### src/rtl/fdc_seq_pkg.sv
// Shared types and constants for the data-port phase sequencer.
// Assumes an 8-bit host data port.
package fdc_seq_pkg;
    typedef enum logic [1:0] {
        PH_CMD  = 2'd0,
        PH_EXEC = 2'd1,
        PH_RES  = 2'd2
    } phase_t;

    localparam logic [7:0] INVALID_STATUS = 8'h80;
endpackage

### src/rtl/fdc_cmd_lut.sv
// Opcode lookup: maps bits 4..0 of a command byte to its parameter count.
// Assumes IDX_W can hold the largest count (8).
module fdc_cmd_lut #(
    parameter int IDX_W = 4
) (
    input  logic [7:0]       opcode,
    output logic             known,
    output logic [IDX_W-1:0] nparam
);
    // Decode the command field; upper bits are option flags and ignored.
    always_comb begin
        known  = 1'b1;
        nparam = '0;
        unique case (opcode[4:0])
            5'h08:               nparam = IDX_W'(0);
            5'h04, 5'h07, 5'h0A: nparam = IDX_W'(1);
            5'h03, 5'h0F:        nparam = IDX_W'(2);
            5'h05, 5'h06:        nparam = IDX_W'(8);
            default:             known  = 1'b0;
        endcase
    end
endmodule

### src/rtl/fdc_down_count.sv
// Loadable down counter with zero and one flags; holds at zero.
module fdc_down_count #(
    parameter int W = 16
) (
    input  logic         clk,
    input  logic         rst_n,
    input  logic         load,
    input  logic [W-1:0] load_val,
    input  logic         dec,
    output logic         is_zero,
    output logic         is_one
);
    logic [W-1:0] cnt;

    // Load has priority over decrement; the count never wraps.
    always_ff @(posedge clk) begin
        if (!rst_n)                 cnt <= '0;
        else if (load)              cnt <= load_val;
        else if (dec && cnt != '0)  cnt <= cnt - 1'b1;
    end

    assign is_zero = (cnt == '0);
    assign is_one  = (cnt == W'(1));
endmodule

### src/rtl/fdc_cmd_buf.sv
// Command byte store: one write port, one asynchronous read port.
// Contents are not reset; only positions written since reset are meaningful.
module fdc_cmd_buf #(
    parameter int DEPTH = 16,
    localparam int IW   = $clog2(DEPTH)
) (
    input  logic          clk,
    input  logic          we,
    input  logic [IW-1:0] widx,
    input  logic [7:0]    wdata,
    input  logic [IW-1:0] ridx,
    output logic [7:0]    rdata
);
    logic [7:0] mem [DEPTH];

    // Store a command or parameter byte at its position.
    always_ff @(posedge clk) begin
        if (we) mem[widx] <= wdata;
    end

    assign rdata = mem[ridx];
endmodule

### src/rtl/fdc_phase_seq.sv
// Data-port phase sequencer: command -> execution -> (result) -> command.
// Assumes BUF_DEPTH >= 9 (opcode plus up to eight parameters) and that
// execution inputs are stable on the edge that enters execution.
module fdc_phase_seq
    import fdc_seq_pkg::*;
#(
    parameter int XFER_W    = 16,
    parameter int RES_MAX   = 7,
    parameter int BUF_DEPTH = 16,
    localparam int RES_W    = $clog2(RES_MAX + 1),
    localparam int IDX_W    = $clog2(BUF_DEPTH)
) (
    input  logic              clk,
    input  logic              rst_n,
    input  logic              host_wr,
    input  logic [7:0]        host_wdata,
    input  logic              host_rd,
    output logic [7:0]        host_rdata,
    output logic [7:0]        msr,
    output logic              irq,
    input  logic              exec_dma,
    input  logic [XFER_W-1:0] xfer_len,
    input  logic [RES_W-1:0]  res_len,
    input  logic [7:0]        res_data,
    output logic [RES_W-1:0]  res_idx,
    input  logic              dma_ack,
    output logic              pio_valid,
    output logic [7:0]        pio_data,
    input  logic [IDX_W-1:0]  buf_idx,
    output logic [7:0]        buf_byte
);
    phase_t             phase;
    logic               busy, dma_mode, inval;
    logic [IDX_W-1:0]   pos, need;
    logic [RES_W-1:0]   rlen, ptr;
    logic               lut_known;
    logic [IDX_W-1:0]   lut_n;
    logic               x_zero, x_one;
    logic               to_exec, to_res, to_res_bad, to_cmd, moved, x_done;

    fdc_cmd_lut #(.IDX_W(IDX_W)) u_lut (
        .opcode (host_wdata),
        .known  (lut_known),
        .nparam (lut_n)
    );

    fdc_cmd_buf #(.DEPTH(BUF_DEPTH)) u_buf (
        .clk   (clk),
        .we    (phase == PH_CMD && host_wr),
        .widx  (pos),
        .wdata (host_wdata),
        .ridx  (buf_idx),
        .rdata (buf_byte)
    );

    fdc_down_count #(.W(XFER_W)) u_xcnt (
        .clk      (clk),
        .rst_n    (rst_n),
        .load     (to_exec),
        .load_val (xfer_len),
        .dec      (phase == PH_EXEC && moved),
        .is_zero  (x_zero),
        .is_one   (x_one)
    );

    // Decide the phase transitions taken at the next edge.
    always_comb begin
        moved      = dma_mode ? dma_ack : host_wr;
        x_done     = x_zero || (moved && x_one);
        to_exec    = 1'b0;
        to_res     = 1'b0;
        to_res_bad = 1'b0;
        to_cmd     = 1'b0;
        unique case (phase)
            PH_CMD: if (host_wr) begin
                if (pos == '0) begin
                    to_res_bad = !lut_known;
                    to_exec    = lut_known && (lut_n == '0);
                end else begin
                    to_exec    = (pos == need);
                end
            end
            PH_EXEC: begin
                to_res = x_done && (rlen != '0);
                to_cmd = x_done && (rlen == '0);
            end
            PH_RES:  to_cmd = host_rd && (ptr == rlen - 1'b1);
            default: to_cmd = 1'b1;
        endcase
    end

    // Phase register and per-phase bookkeeping.
    always_ff @(posedge clk) begin
        if (!rst_n) begin
            phase    <= PH_CMD;
            busy     <= 1'b0;
            dma_mode <= 1'b0;
            inval    <= 1'b0;
            pos      <= '0;
            need     <= '0;
            rlen     <= '0;
            ptr      <= '0;
            irq      <= 1'b0;
        end else if (to_cmd) begin
            phase <= PH_CMD;
            busy  <= 1'b0;
            inval <= 1'b0;
            pos   <= '0;
            ptr   <= '0;
            irq   <= 1'b0;
        end else if (to_res_bad) begin
            phase <= PH_RES;
            busy  <= 1'b1;
            inval <= 1'b1;
            rlen  <= RES_W'(1);
            ptr   <= '0;
            irq   <= 1'b1;
        end else if (to_res) begin
            phase <= PH_RES;
            inval <= 1'b0;
            ptr   <= '0;
            irq   <= 1'b1;
        end else if (to_exec) begin
            phase    <= PH_EXEC;
            busy     <= 1'b1;
            dma_mode <= exec_dma;
            rlen     <= res_len;
        end else if (phase == PH_CMD && host_wr) begin
            busy <= 1'b1;
            pos  <= pos + 1'b1;
            if (pos == '0) need <= lut_n;
        end else if (phase == PH_RES && host_rd) begin
            ptr <= ptr + 1'b1;
            irq <= 1'b0;
        end
    end

    // Status byte and port outputs derived from phase and mode.
    always_comb begin
        msr        = 8'h00;
        msr[7]     = !(phase == PH_EXEC && dma_mode);
        msr[6]     = (phase == PH_RES);
        msr[5]     = (phase == PH_EXEC) && !dma_mode;
        msr[4]     = busy;
        host_rdata = (phase == PH_RES) ? (inval ? INVALID_STATUS : res_data) : 8'h00;
        pio_valid  = (phase == PH_EXEC) && !dma_mode && host_wr && !x_zero;
        pio_data   = host_wdata;
        res_idx    = ptr;
    end
endmodule

### config.mk
export PLATFORM = sky130hd
export DESIGN_NAME = fdc_phase_seq
export DESIGN_NICKNAME = d
export VERILOG_FILES = /design/src/rtl/fdc_seq_pkg.sv /design/src/rtl/fdc_cmd_lut.sv /design/src/rtl/fdc_down_count.sv /design/src/rtl/fdc_cmd_buf.sv /design/src/rtl/fdc_phase_seq.sv
export SDC_FILE = /design/constraint.sdc
export NUM_CORES = 1
export LEC_CHECK = 0
export ABC_AREA = 1
export BUFFER_PORTS_ARGS = -buffer_cell sky130_fd_sc_hd__buf_4
export CAP_MARGIN = 20
export CORE_MARGIN = 5
export CORE_UTILIZATION = 50
export CTS_CLUSTER_SIZE = 28
export DETAILED_ROUTE_END_ITERATION = 8
export PLACE_DENSITY_LB_ADDON = 0.05
export SLEW_MARGIN = 20
export SYNTH_ARGS = -nofsm -noshare
export SYNTH_HDL_FRONTEND = slang
export SYNTH_HIERARCHICAL = 1
export SYNTH_SLANG_ARGS = --single-unit
### constraint.sdc
create_clock -name clk -period 2.7 [get_ports clk]
set_clock_uncertainty 0.2 [all_clocks]
set_input_delay 0.54 -clock clk [delete_from_list [all_inputs] [get_ports clk]]
set_output_delay 0.54 -clock clk [all_outputs]
set_load 0.1 [all_outputs]
======== After elaboration in Yosys (flattened, before gate mapping) ========
Memories as Yosys holds them, arrays and structs flattened.
Index checks and enable logic that the tools add are counted.
word-level totals
  flip-flop bits (word level) ............. 36
  latch bits .............................. 0
  memory bits (writable) .................. 128
  ROM bits ................................ 0
  output and inout bits ................... 37
  word-level logic and storage cells ...... 116
  memories ................................ 1
memory list
  memory     words  width  rd ports  clocked after Yosys merged registers in  write ports  line               RTL
  u_buf.mem  16     8      1         0                                        1            fdc_cmd_buf.sv:14  logic [7:0] mem [DEPTH];
operators by class
  add/subtract/negate cells ............... 4
  $mul .................................... 0
  div/mod/pow operators ................... 0
  magnitude comparators ................... 0
  equal/unequal tests ..................... 16
  shift operators ......................... 0
  muxes and demuxes ....................... 34
  bitwise logic cells ..................... 6
  reductions and logical operators ........ 44
operators with widths
  cell                                                                  count
  16-bit 2-to-1 mux                                                     2
  1-bit 2-to-1 mux                                                      22
  5-bit by 3-bit == test with 1-bit output, second input constant       4
  16-bit by 1-bit == test with 1-bit output, second input constant      1
  16-bit zero test                                                      1
  8-bit 2-to-1 mux                                                      2
  16-bit nonzero test                                                   1
  16-bit by 1-bit subtractor with 16-bit output, second input constant  1
  5-bit by 4-bit == test with 1-bit output, second input constant       3
  1-bit logical AND                                                     13
  4-bit case mux with 3 select lines                                    1
  3-bit nonzero test                                                    4
  3-bit 2-to-1 mux                                                      3
  3-bit AND reduction                                                   3
  4-bit zero test                                                       2
  4-bit AND reduction                                                   2
  8-bit OR reduction                                                    1
  2-bit 2-to-1 mux                                                      3
  1-bit NOT                                                             6
  6-bit AND reduction                                                   1
  2-bit nonzero test                                                    3
  2-bit OR reduction                                                    3
  5-bit by 2-bit == test with 1-bit output, second input constant       1
  4-bit by 1-bit adder with 4-bit output, second input constant         1
  17 further kinds                                                      20

======== Longest topological paths before layout ========
  depth after elaboration ................. 11
  depth in mapped cells ................... 19
  gate-level depth less buffers ........... 18

======== Modules after synthesis ========
The synthesis kept the hierarchy.
by module, submodules not included
  module          instances  cells each  area each (sq um)
  fdc_cmd_buf     1          545         5611.6
  fdc_phase_seq   1          207         1352.5
  fdc_down_count  1          205         1234.9
  fdc_cmd_lut     1          30          133.9

======== Worst setup path before layout ========
No wires, ideal clock.
  path type ............................... register to output
  start ................................... reg u_xcnt.cnt[0]
  end ..................................... out pio_valid
  data arrival time ....................... 3.875 ns
  slack ................................... -1.915 ns
  cell stages (with the launch flop) ...... 8
  cells stage by stage .................... dfxtp_1 inv_1 ha_1 nand2_4 nor2_4 nand4_1 nor2_1 nor4_1
between the ends
  word-level cells in the longest chain between the ends .. 3
RTL lines
  what                      line                  RTL
  start: declaration        fdc_down_count.sv:13  logic [W-1:0] cnt;
  start signal: assignment  fdc_down_count.sv:18  else if (load) cnt <= load_val;
  start signal: assignment  fdc_down_count.sv:19  else if (dec && cnt != '0) cnt <= cnt - 1'b1;
  16-bit zero test          fdc_down_count.sv:22  assign is_zero = (cnt == '0);
  named net x_zero          fdc_phase_seq.sv:38   logic x_zero, x_one;
  1-bit zero test           fdc_phase_seq.sv:146  pio_valid = (phase == PH_EXEC) && !dma_mode && host_wr && !x_zero;
  1-bit logical AND         fdc_phase_seq.sv:146
  end: declaration          fdc_phase_seq.sv:27   output logic pio_valid,
The timed path passes the listed nets, and every way through them passes these cells.

======== Final worst setup path ========
Ends and elaborated chain as after synthesis.

==> flow_summary.yaml <==
status:
  status: "complete, no violations"
timing:
  period_needed_ns: 2.60
  hold_ws_ns: 0.172
  timing.final.ws_setup_ns: 0.105
  finalHoldViolCount: 0
  setup_viol_count_final: 0
  rsz0062_at_grt: "no"
  fmax_mhz: 385
  timing.final.crit_share_pct: 96.1
  relSlewSlack_pct: 55.0
  tightestPinTransition_ns: 0.674
  slew_violations: 0
power_and_ir_drop:
  peakVddDrop_mv: 0.479
  total_power_mw: 6.87
  p_leak_nw: 4.60
  power.density_mw_per_mm2: 691
clock_tree:
  clk_latency_ns: 0.42
  cts_buffer_depth: 2
  cts_tree: "built"
  cts-buffers-inserted: 17
  root_buffer: "clkbuf_16"
  path_clk_slew_ns: 0.07
  clkSinkCount: 164
  cts_max_level: 4
floorplan:
  rows: 47
  pin_count: 82
  core_mm2: 0.0165
  fp.dieArea_mm2: 0.0193
  dieHeight_um: 139
  die_x_um: 139
  start_util_pct: 50.6
worst_setup_path:
  worstSetupPathType: "reg2out"
  cp_max_fo: 5
  cp.arrival_ns: 1.86
  crit_required_ns: 1.96
  crit_path_end_kind: "output pin"
  critical_path.startpoint_type: "flip-flop"
route:
  remaining_drc_errors: 0
  vias: 6472
  viasPerCell: 4.92
  dr.first_iter.drc_count: 409
  dr.pass1.iters: 5
  drt_wl_total_um: 20100
  ant_nets: 0
  wire_per_inst_um: 15.3
final_layout:
  post-route-util_pct: 60.4
  final_common_cell: "nand2_1"
  drive_above_1_share_pct: 17.6
  final_cell_mix: "301 x nand2_1, 153 x inv_1, 136 x nand3_1"
  final_cell_area_mm2: 0.00994
  n_antenna_cell: 0
  syn_to_final_growth_pct: 19.3
  final_nets: 1134
  fillers: 1492
synthesis:
  synthDistinctLibCells: 32
  yosys_warnings: 6
  synth_area_per_cell_um2: 8.44
  synth_edf_count: 128
  syn-cell-area_mm2: 0.00833
  synth_async_sr_flop_share_pct: 0
  ys_seq_area_share_pct: 54.8
  syn_inst: 987
  ys_ff_latch: 164
  synth_ff_type: "edfxtp_1"
global_routing:
  grt_max_degree: 41
  grt_overflow: 0
  grt_pass1_wl_um: 32100
  antenna_found_initial: 0
  grt_use_total_pct: 21.1
  grt_pass1_vias: 6172
placed_design:
  place_hpwl_um: 13600
  post_dp_cell_area_mm2: 0.00932
  dpl_worst_slack_ns: 0.158
  gp_congestion: 0.837
  place.port_buffers: 77
min_path:
  hold_path_class: "in2reg"
run:
  maxCapViolations: 0
==> report_power, final <==
| part | internal [mW] | switching (mW) | total (mW) |
|---|---|---|---|
| registers | 2.80 | 0.0572 | 2.85 |
| clock network | 1.45 | 0.954 | 2.41 |
| logic | 0.507 | 1.11 | 1.61 |
==> per-stage QoR <==
step,TNS [ns],instances
after floorplan,-0.338,990
after detailed placement,0,1280
after global routing,0,1315
after global placement,0,1280
final,0,1315
after CTS,0,1312
==> synthesized netlist by cell type, types with 10 or more instances <==
library cell / n / area, µm²
o21ai_0: 10 / 50.1
xor2_1: 10 / 87.6
inv_1: 154 / 578
buf_2: 14 / 70.1
edfxtp_1: 128 / 3840
nor2_1: 84 / 315
buf_4: 17 / 128
nand2_1: 301 / 1130
nand3_1: 136 / 681
dfxtp_1: 36 / 721
a21oi_1: 22 / 110
==> sequential cells by signal, indices dropped and copies added, names as in the netlist, 2 cells and up <==
register,count
phase,2
res_idx,3
u_xcnt/cnt,16
need,4
u_buf/mem,128
rlen,3
pos,4
==> worst max-delay path, stage by stage (launching register included) <==
cell and delay, ns:
dfxtp_2 0.35, inv_2 0.07, ha_2 0.21, nand2_4 0.09, nor2_4 0.04, nand4_1 0.10
nor2_2 0.07, nor4_4 0.23, buf_6 0.26
==> final timing paths <==
| kind | cells past startpoint | end | start | slack, ns |
|---|---|---|---|---|
| worst max-delay path | 8 | pio_valid | u_xcnt/cnt[0] | 0.10 |
| worst min-delay path | 3 | dma_mode | exec_dma | 0.17 |
| worst max register to register | 13 | u_xcnt/cnt[7] | pos[1] | 0.40 |
| worst min register to register | 2 | inval | inval | 0.29 |
==> what timing repair did <==
item                                    in CTS  in global routing
endpoints found under the setup margin       1                  1
gates resized for setup                      3                  2
hold endpoints to repair                     0                  0
setup buffers                                0                  3
hold buffers                                 0                  0
pin swaps                                    0                  1
==> kinds of logic (layout without fill, tap and decap cells) <==
kind of cell	Yosys count	after routing	share of synthesized area [%]
flops	164	164	54.8
compound gates	35	35	2.19
fa+ha+maj	7	7	1.05
other cells	2	5	0.0901
buf+inv	202	307	10.9
simple gates	565	565	29.7
mux	1	1	0.135
xor+xnor	11	11	1.16
==> area by class of cell <==
type | instances | area, µm² | area share (%)
multi-input combinational | 624 | 2960 | 29.8
clock buffer | 19 | 433 | 4.35
timing repair buffer | 117 | 957 | 9.63
inverter | 158 | 593 | 5.97
tap | 220 | 275 | 2.77
clock inverter | 13 | 156 | 1.57
sequential | 164 | 4570 | 45.9
==> routing by layer <==
metal	share of wire (%)	routed length [µm]	global-route usage, %	vias to the layer above
met2	51	10300	36.5	148
li1	-	-	-	3305
met3	4.4	881	4.76	26
met5	0	0	0	-
met4	1.7	341	6.69	0
met1	42	8520	26.3	2993
Power figures use the tool's default switching activity.
